## config.mk

```make
export PLATFORM = sky130hd
export DESIGN_NAME = host_supervisor
export DESIGN_NICKNAME = d
export VERILOG_FILES = /design/src/rtl/sup_pkg.sv /design/src/rtl/sup_sync.sv /design/src/rtl/sup_interval_timer.sv /design/src/rtl/sup_watchdog.sv /design/src/rtl/sup_reset_seq.sv /design/src/rtl/sup_cfg_store.sv /design/src/rtl/host_supervisor.sv
export SDC_FILE = /design/constraint.sdc
export NUM_CORES = 1
export LEC_CHECK = 0
export CAP_MARGIN = 40
export CORE_MARGIN = 2
export CORE_UTILIZATION = 37
export DETAILED_ROUTE_END_ITERATION = 6
export HOLD_SLACK_MARGIN = 0.02
export PLACE_DENSITY_LB_ADDON = 0.12
export SETUP_SLACK_MARGIN = 0.5
export SYNTH_ARGS = -nofsm -noshare
export SYNTH_HDL_FRONTEND = slang
export SYNTH_HIERARCHICAL = 1
export SYNTH_SLANG_ARGS = --single-unit
```

## constraint.sdc

```tcl
create_clock -name clk -period 4.9 [get_ports clk]
set_clock_uncertainty 0.1 [all_clocks]
set_input_delay 0.735 -clock clk [delete_from_list [all_inputs] [get_ports clk]]
set_output_delay 0.735 -clock clk [all_outputs]
set_load 0.01 [all_outputs]
```

## src/rtl/sup_pkg.sv

```systemverilog
`timescale 1ns/1ps
package sup_pkg;

    // Timeout selection codes held in the persistent register
    typedef enum logic [1:0] {
        WD_LONG  = 2'b00,
        WD_MID   = 2'b01,
        WD_SHORT = 2'b10,
        WD_OFF   = 2'b11
    } wd_sel_e;

    // Event that the reset sequencer acts on in a given cycle
    typedef enum logic [1:0] {
        EV_NONE,
        EV_POWER,
        EV_SUPPLY,
        EV_WATCHDOG
    } rst_event_e;

    // Sequencer state carried from one cycle to the next
    typedef struct packed {
        logic active;
        logic wd_cause;
    } seq_state_t;

    function automatic int unsigned max_of4(int unsigned a, int unsigned b,
                                            int unsigned c, int unsigned d);
        int unsigned m;
        m = a;
        if (b > m) m = b;
        if (c > m) m = c;
        if (d > m) m = d;
        return m;
    endfunction

    function automatic logic [31:0] sel_ticks(wd_sel_e s, int unsigned t_long,
                                              int unsigned t_mid, int unsigned t_short);
        case (s)
            WD_LONG:  return t_long;
            WD_MID:   return t_mid;
            WD_SHORT: return t_short;
            default:  return '1;
        endcase
    endfunction

endpackage

```

## src/rtl/sup_sync.sv

```systemverilog
`timescale 1ns/1ps
module sup_sync #(
    parameter int unsigned STAGES  = 2,
    parameter bit          RST_VAL = 1'b0
) (
    input  logic clk,
    input  logic clr,
    input  logic d,
    output logic q
);
    logic [STAGES-1:0] chain;

    for (genvar i = 0; i < STAGES; i++) begin : g_stage
        if (i == 0) begin : g_first
            always_ff @(posedge clk) begin
                if (clr) chain[0] <= RST_VAL;
                else     chain[0] <= d;
            end
        end else begin : g_next
            always_ff @(posedge clk) begin
                if (clr) chain[i] <= RST_VAL;
                else     chain[i] <= chain[i-1];
            end
        end
    end

    assign q = chain[STAGES-1];
endmodule

```

## src/rtl/sup_interval_timer.sv

```systemverilog
`timescale 1ns/1ps
module sup_interval_timer #(
    parameter int unsigned DIV = 4,
    parameter int unsigned TW  = 8
) (
    input  logic          clk,
    input  logic          clr,
    input  logic          en,
    input  logic [TW-1:0] limit,
    output logic          done
);
    localparam int unsigned PW = (DIV > 1) ? $clog2(DIV) : 1;
    localparam logic [PW-1:0] PRE_LAST = PW'(DIV - 1);

    logic [PW-1:0] pre;
    logic [TW-1:0] ticks;

    assign done = (ticks >= limit);

    always_ff @(posedge clk) begin
        if (clr) begin
            pre   <= '0;
            ticks <= '0;
        end else if (en && !done) begin
            if (pre == PRE_LAST) begin
                pre   <= '0;
                ticks <= ticks + 1'b1;
            end else begin
                pre <= pre + 1'b1;
            end
        end
    end
endmodule

```

## src/rtl/sup_watchdog.sv

```systemverilog
`timescale 1ns/1ps
module sup_watchdog
    import sup_pkg::*;
#(
    parameter int unsigned DIV         = 4,
    parameter int unsigned TW          = 12,
    parameter int unsigned LONG_TICKS  = 1400,
    parameter int unsigned MID_TICKS   = 600,
    parameter int unsigned SHORT_TICKS = 200
) (
    input  logic    clk,
    input  logic    por,
    input  logic    wdi_sync,
    input  logic    hold_off,
    input  wd_sel_e sel,
    output logic    expired
);
    logic          wdi_prev;
    logic          wdi_fall;
    logic          restart;
    logic [TW-1:0] limit;

    always_ff @(posedge clk) begin
        if (por) wdi_prev <= 1'b1;
        else     wdi_prev <= wdi_sync;
    end

    assign wdi_fall = wdi_prev & ~wdi_sync;

    always_comb begin
        if (sel == WD_OFF) limit = '1;
        else               limit = TW'(sel_ticks(sel, LONG_TICKS, MID_TICKS, SHORT_TICKS));
    end

    assign restart = por | hold_off | wdi_fall | (sel == WD_OFF);

    sup_interval_timer #(.DIV(DIV), .TW(TW)) u_timer (
        .clk   (clk),
        .clr   (restart),
        .en    (1'b1),
        .limit (limit),
        .done  (expired)
    );
endmodule

```

## src/rtl/sup_reset_seq.sv

```systemverilog
`timescale 1ns/1ps
module sup_reset_seq
    import sup_pkg::*;
#(
    parameter int unsigned DIV        = 4,
    parameter int unsigned TW         = 12,
    parameter int unsigned HOLD_TICKS = 200
) (
    input  logic clk,
    input  logic por,
    input  logic lv,
    input  logic wd_expired,
    input  logic flag_clr,
    output logic in_rst,
    output logic flag
);
    localparam logic [TW-1:0] HOLD_LIM = TW'(HOLD_TICKS);

    seq_state_t cur, nxt;
    rst_event_e ev;
    logic       hold_done;
    logic       hold_clr;

    always_comb begin
        if (por)                        ev = EV_POWER;
        else if (lv)                    ev = EV_SUPPLY;
        else if (!cur.active && wd_expired) ev = EV_WATCHDOG;
        else                            ev = EV_NONE;
    end

    assign hold_clr = (ev != EV_NONE);

    sup_interval_timer #(.DIV(DIV), .TW(TW)) u_hold (
        .clk   (clk),
        .clr   (hold_clr),
        .en    (cur.active),
        .limit (HOLD_LIM),
        .done  (hold_done)
    );

    always_comb begin
        nxt = cur;
        case (ev)
            EV_POWER: begin
                nxt.active   = 1'b1;
                nxt.wd_cause = 1'b0;
            end
            EV_SUPPLY: begin
                nxt.active   = 1'b1;
                nxt.wd_cause = 1'b0;
            end
            EV_WATCHDOG: begin
                nxt.active   = 1'b1;
                nxt.wd_cause = 1'b1;
            end
            default: begin
                if (cur.active && hold_done) nxt.active = 1'b0;
                if (flag_clr)                nxt.wd_cause = 1'b0;
            end
        endcase
    end

    always_ff @(posedge clk) begin
        cur <= nxt;
    end

    assign in_rst = cur.active;
    assign flag   = cur.wd_cause;
endmodule

```

## src/rtl/sup_cfg_store.sv

```systemverilog
`timescale 1ns/1ps
module sup_cfg_store #(
    parameter logic [1:0] DEFAULT_SEL = 2'b00
) (
    input  logic       clk,
    input  logic       we,
    input  logic [1:0] wdata,
    output logic [1:0] sel
);
    // Stands in for non-volatile cells: loaded at configuration, never cleared by por
    logic [1:0] store = DEFAULT_SEL;

    always_ff @(posedge clk) begin
        if (we) store <= wdata;
    end

    assign sel = store;
endmodule

```

## src/rtl/host_supervisor.sv

```systemverilog
`timescale 1ns/1ps
module host_supervisor
    import sup_pkg::*;
#(
    parameter int unsigned TICK_DIV        = 200_000,
    parameter int unsigned LONG_TICKS      = 1400,
    parameter int unsigned MID_TICKS       = 600,
    parameter int unsigned SHORT_TICKS     = 200,
    parameter int unsigned HOLD_TICKS      = 200,
    parameter int unsigned SYNC_STAGES     = 2,
    parameter bit          RST_ACTIVE_HIGH = 1'b1,
    parameter logic [1:0]  DEFAULT_SEL     = 2'b00
) (
    input  logic       clk,
    input  logic       por,
    input  logic       vcc_low,
    input  logic       cs_wdi,
    input  logic       cfg_we,
    input  logic [1:0] cfg_sel,
    input  logic       flag_clr,
    output logic       wd_flag,
    output logic       rst_out
);
    localparam int unsigned MAX_TICKS = max_of4(LONG_TICKS, MID_TICKS, SHORT_TICKS, HOLD_TICKS);
    localparam int unsigned TICK_W    = $clog2(MAX_TICKS + 2);

    logic       lv_sync;
    logic       wdi_sync;
    logic [1:0] sel_q;
    logic       wd_expired;
    logic       in_rst;

    sup_sync #(.STAGES(SYNC_STAGES), .RST_VAL(1'b0)) u_lv_sync (
        .clk (clk), .clr (por), .d (vcc_low), .q (lv_sync)
    );

    sup_sync #(.STAGES(SYNC_STAGES), .RST_VAL(1'b1)) u_wdi_sync (
        .clk (clk), .clr (por), .d (cs_wdi), .q (wdi_sync)
    );

    sup_cfg_store #(.DEFAULT_SEL(DEFAULT_SEL)) u_cfg (
        .clk (clk), .we (cfg_we), .wdata (cfg_sel), .sel (sel_q)
    );

    sup_watchdog #(
        .DIV         (TICK_DIV),
        .TW          (TICK_W),
        .LONG_TICKS  (LONG_TICKS),
        .MID_TICKS   (MID_TICKS),
        .SHORT_TICKS (SHORT_TICKS)
    ) u_wd (
        .clk      (clk),
        .por      (por),
        .wdi_sync (wdi_sync),
        .hold_off (in_rst),
        .sel      (wd_sel_e'(sel_q)),
        .expired  (wd_expired)
    );

    sup_reset_seq #(
        .DIV        (TICK_DIV),
        .TW         (TICK_W),
        .HOLD_TICKS (HOLD_TICKS)
    ) u_seq (
        .clk        (clk),
        .por        (por),
        .lv         (lv_sync),
        .wd_expired (wd_expired),
        .flag_clr   (flag_clr),
        .in_rst     (in_rst),
        .flag       (wd_flag)
    );

    if (RST_ACTIVE_HIGH) begin : g_rst_high
        assign rst_out = in_rst;
    end else begin : g_rst_low
        assign rst_out = ~in_rst;
    end
endmodule

```

# [Yosys cells after proc, flatten, opt, wreduce, memory -nomap -nowiden]
# Index checks and enable logic that the tools add are counted.
[word_totals] reg_bits=67 in_bits=8 output_inout_bits=2 elab_cells=54
[classes] addsub=4 order_cmp=2 eq_ne=8 n_mux=10 bitwise=6 n_reduce_logical=12
[ops] cell="$add 18x1->18 const B" n=2
[ops] cell="$eq 18x18->1 const B" n=2
[ops] cell="$mux 18" n=2
[ops] cell="$pmux 11 s3" n=1
[ops] cell="$add 11x1->11 const B" n=2
[ops] cell="$ge 11x11->1" n=1
[ops] cell="$ge 11x8->1 const B" n=1
[ops] cell="$mux 11" n=1
[ops] cell="$eq 2x2->1 const B" n=4
[ops] cell="$mux 2" n=3
[ops] cell="$reduce_bool 3->1" n=2
[ops] cell="$eq 2x1->1 const B" n=2
[ops] cell="$pmux 2 s2" n=1
[ops] cell="$reduce_and 2->1" n=2
[ops] cell="$logic_and 1x1->1" n=3
[ops] cell="$or 1x1->1" n=3
[ops] cell="$logic_not 1->1" n=2
[ops] cell="$logic_not 2->1" n=1
[ops] cell="$mux 1" n=2
[ops] cell="$not 1->1" n=2
[ops] cell="$reduce_bool 2->1" n=1
[ops] cell="$reduce_or 2->1" n=1
[ops] cell="$and 1x1->1" n=1

# [Depth between registers and ports, before layout]
[depth] ltp_word=11 depth_mapped=15 mapped_depth_nobuf=14

# [By module]
# The synthesis kept the hierarchy.
[by_module_without_submodules] module="sup_interval_timer (u_wd.u_timer)" instances=1 cells_per_inst=227 area_each_um2=1863.0 seq_area_each_um2=580.6
[by_module_without_submodules] module="sup_interval_timer (u_seq.u_hold)" instances=1 cells_per_inst=224 area_each_um2=1841.8 seq_area_each_um2=580.6
[by_module_without_submodules] module="sup_watchdog" instances=1 cells_per_inst=15 area_each_um2=122.6 seq_area_each_um2=20.0
[by_module_without_submodules] module="sup_reset_seq" instances=1 cells_per_inst=11 area_each_um2=117.6 seq_area_each_um2=60.1
[by_module_without_submodules] module="sup_sync" instances=2 cells_per_inst=4 area_each_um2=52.6 seq_area_each_um2=40.0
[by_module_without_submodules] module="sup_cfg_store" instances=1 cells_per_inst=2 area_each_um2=60.1 seq_area_each_um2=60.1

# [Least setup slack after synthesis]
# OpenSTA, ideal clock, no wires.
[synth_timing] kind="reg-to-reg" from="register u_cfg.store[1] (netlist: u_cfg/sel[1])" to="register u_seq.u_hold.pre[0]" setup_ps=70 arrival_time_ps=2765 required_time_ps=4730 path_slack_ps=1965 stages_incl_launch_ff=14 path_buffers=2 synth_period_minus_slack_ps=2935 path_cell_list="edfxtp_1 > ha_1 > or2_1 > inv_1 > ha_1 > nand2_1 > o21ai_0 > a221oi_4 > inv_1 > nand2b_4 > nand2_1 > dlygate4sd1_1 > dlygate4sd1_1 > a21oi_1"
[synth_via] elab_chain_len=9 elab_cells_between_ends=12 cone_classes="1 x order compare; 3 x eq/ne; 5 x mux; 3 x reduce/logical"
[synth_lines] item="from (decl)" line="sup_cfg_store.sv:11" source="logic [1:0] store = DEFAULT_SEL;"
[synth_lines] item="from (signal assigned)" line="sup_cfg_store.sv:14" source="if (we) store <= wdata;"
[synth_lines] item="$eq 2x2->1 (tied with other cells)" line="sup_pkg.sv:38" source="case (s)"
[synth_lines] item="$pmux 11 s3" line="sup_pkg.sv:38"
[synth_lines] item="$mux 11 *" line="sup_watchdog.sv:31" source="if (sel == WD_OFF) limit = '1;"
[synth_lines] item="net u_wd.limit[0]" line="sup_watchdog.sv:21" source="logic [TW-1:0] limit;"
[synth_lines] item="$ge 11x11->1 *" line="sup_interval_timer.sv:18" source="assign done = (ticks >= limit);"
[synth_lines] item="net wd_expired" line="host_supervisor.sv:30" source="logic wd_expired;"
[synth_lines] item="$logic_and 1x1->1 *" line="sup_reset_seq.sv:27" source="else if (!cur.active && wd_expired) ev = EV_WATCHDOG;"
[synth_lines] item="$mux 2 *" line="sup_reset_seq.sv:27"
[synth_lines] item="$mux 2 *" line="sup_reset_seq.sv:26" source="else if (lv) ev = EV_SUPPLY;"
[synth_lines] item="$mux 2 *" line="sup_reset_seq.sv:25" source="if (por) ev = EV_POWER;"
[synth_lines] item="$reduce_bool 2->1 *" line="sup_reset_seq.sv:31" source="assign hold_clr = (ev != EV_NONE);"
[synth_lines] item="net u_seq.hold_clr" line="sup_reset_seq.sv:22" source="logic hold_clr;"
[synth_lines] item="to (signal assigned)" line="sup_interval_timer.sv:29" source="pre <= pre + 1'b1;"
[synth_lines] item="to (decl)" line="sup_interval_timer.sv:15" source="logic [PW-1:0] pre;"
# The timed path passes the listed nets; every way through them passes the cells marked *.
# A chain may end at the register's enable or synchronous reset.

# [Worst setup path after layout]
[layout_timing] from="register u_cfg.store[1] (netlist: u_cfg/sel[1])" to="register u_seq.u_hold.pre[4]"
# Same word-level chain as after synthesis.

==> results.yml <==
outcome:
  status: "completed"
floorplan:
  initial_utilization_pct: 37.9
  dieArea_um2: 12000
  die_h_um: 109
  fp-row-count: 38
  ios: 10
  die_x_um: 109
  coreArea_um2: 10800
pwr:
  sw_frac_of_total_pct: 25.3
  p_clk_share_pct: 38.5
  internal_power_uw: 779
  power_density_nw_per_um2: 233
  leakage_uw: 0.00161
  vdd_drop_max_mv: 0.131
  switchingPower_uw: 264
  p_seq_share_pct: 53.7
  p_comb_share_pct: 7.7
layout:
  antenna_cells: 0
  finalNetCount: 545
  final_common_cell: "dfxtp_1"
  fin_cells: 651
  area_growth_pct: 9.07
  drive_gt1_share_pct: 9.39
  layout_common_cells: "dfxtp_1 (63), a21oi_1 (48), inv_1 (38)"
sta:
  setup_tns_ps: 0
  final-setup-viol-count: 0
  whs_ps: 313
  fin_crit_sh_pct: 65.9
  finalHoldViolCount: 0
  drv_slew: 0
  max_freq_ghz: 0.310
  period_needed_ps: 3230
  tightestPinTransition_ps: 762
  relSlewSlack_pct: 49.2
  fin_ws_ps: 1670
  rsz0062_at_grt: "no"
clocking:
  ctsHoldBuffers: 0
  root_buffer: "clkbuf_8"
  cts_max_path_buffers: 2
  cts_resized: 0
  cts_max_level: 3
  worstSkewPairLatency_ps: 360
  cts_setup_buffers: 0
  numCtsBuffers: 9
  clkSinkCount: 67
  cts_tree: "done"
  clk_pin_slew_worst_paths_ps: 70
setup_path:
  path_class: "reg2reg"
  crit_fanout: 32
  path_cells: "ha_1 -> or2_1 -> inv_1 -> ha_1 -> nand2_1 -> o21ai_0 -> a221oi_4 -> inv_1 -> nand2b_4 -> nand2_1 -> buf_4 -> or4_1 -> nand2_1"
  cp_slowest_stage_delay_ps: 520
  crit_slowest_cell: "or4_1"
  crit_path_frequent_cell: "nand2_1"
  cp.arrival_ps: 3430
  start_kind: "flip-flop"
  endpoint_kind: "flip-flop"
  required_ps: 5100
place:
  dp_slack_ps: 1630
  place_inst: 636
  portBuffers: 9
  dp_hpwl_um: 6100
  routabilityCongestion: 0.758
route:
  wl_um: 8630
  drt-initial-drc-count: 166
  vias_per_cell: 5.36
  vias: 3487
  routedWlPerCell_um: 13.3
  ant_nets: 0
  remaining_drc_errors: 0
  firstDrtPassIters: 4
synth:
  ys_seq_elements: 67
  syn_area_um2: 4110
  yosys_warnings: 6
  syn_area_per_cell_um2: 8.44
  async_reset_ff_share_pct: 0
  yosysSeqAreaShare_pct: 33.6
  synth_edf_count: 4
  yosysUniqueCellTypes: 68
  syn-instance-count: 487
  synth_ff_type: "dfxtp_1"
global_route:
  grt_pass1_wl_um: 15400
  antenna_found_initial: 0
  grt_overflow: 0
  track_usage_pct: 16.1
  grt_max_degree: 33
  grt_pass1_vias: 3350
run:
  drv_cap: 0
worst_hold_path:
  min_path_type: "reg2reg"
power by group through the flow:
stage / registers, uW / clock network, uW / logic (uW)
3_3_place_gp: 573 / 0 / 77.7
3_5_place_dp: 573 / 0 / 81.0
5_1_grt: 561 / 441 / 93.2
6_report: 561 / 402 / 80.6
2_1_floorplan: 572 / 0 / 60.5
4_1_cts: 561 / 419 / 81.3
synth_stat cells (all sizes together), types with 4 or more instances:
library cell	n	share of area [%]
dfxtp	63	31
edfxtp	4	2.9
and2	5	0.79
nor3	8	1.2
ha	30	9.1
o31ai	12	2.2
nor2b	8	1.2
or3	16	2.5
a21oi	50	6.3
buf	11	2.2
nand4	15	2.6
nand2	38	3.6
nand3	25	3.3
or2	7	1.1
and3	10	1.7
o21ai	38	4.8
or4	17	3.1
a31oi	9	1.4
nor4b	4	1.9
clkbuf	4	0.37
inv	38	3.5
nor2	24	2.5
o211ai	4	0.73
routing by layer:
layer	global-route usage (%)	vias up	part of all wire, %
met3	4.98	7	3.1
met5	0	-	0
li1	-	1816	-
met4	4.07	0	0.93
met1	19.4	1627	47
met2	27.8	37	49
worst paths after layout:
path | startpoint | to | slack, ps | cells after the start
min reg2reg | u_wdi_sync/chain[0]$_SDFF_PP1_ | u_wdi_sync/q$_SDFF_PP1_ | 310 | 1
max | u_cfg/sel[1]$_DFFE_PP_ | u_seq/u_hold/pre[4]$_SDFFE_PP0P_ | 1670 | 13
min | u_wdi_sync/chain[0]$_SDFF_PP1_ | u_wdi_sync/q$_SDFF_PP1_ | 310 | 1
max reg2reg | u_cfg/sel[1]$_DFFE_PP_ | u_seq/u_hold/pre[4]$_SDFFE_PP0P_ | 1670 | 13
sequential cells by signal, summed over array words and instances, names as in the netlist:
name                cells
u_seq/u_hold/ticks     11
u_wdi_sync/chain        1
u_wd/wdi_prev           1
u_cfg/sel               2
u_lv_sync/chain         1
u_lv_sync/q             1
u_wdi_sync/q            1
u_seq/in_rst            1
u_seq/flag              1
u_seq/u_hold/pre       18
u_wd/u_timer/pre       18
u_wd/u_timer/ticks     11
critical path, delay by kind of cell (launching register included):
kind	cells	cell delay, ps
DFF	1	440
and+or+nand+nor	6	1120
AOI/OAI and AO/OA	2	560
adders and majority gates	2	520
buffers and inverters	3	430
layout make-up:
cell class | count | area [um2]
clock buffer | 13 | 149
clock inverter | 2 | 12.5
fill | 1091 | 6360
inverter | 38 | 143
multi-input combinational | 379 | 2510
sequential | 67 | 1380
tap | 140 | 175
timing repair buffer | 12 | 116
cell families after synthesis:
family | count (synthesis) | share of synthesized area [%]
DFF | 67 | 33.6
and+or+nand+nor | 191 | 28.6
adders and majority gates | 30 | 9.13
AOI/OAI and AO/OA | 133 | 20.2
xor gates and xnor gates | 6 | 1.28
buffers and inverters | 57 | 6.97
other | 3 | 0.274
through the flow:
step	util [%]	cell area, um2	power, uW
after floorplan	-	4170	633
after global routing	41.4	4480	1100
final	41.4	4480	1040
after global placement	39.8	4310	651
after CTS	41.4	4480	1060
after detailed placement	39.9	4320	654
Power figures use the tool's default switching activity.
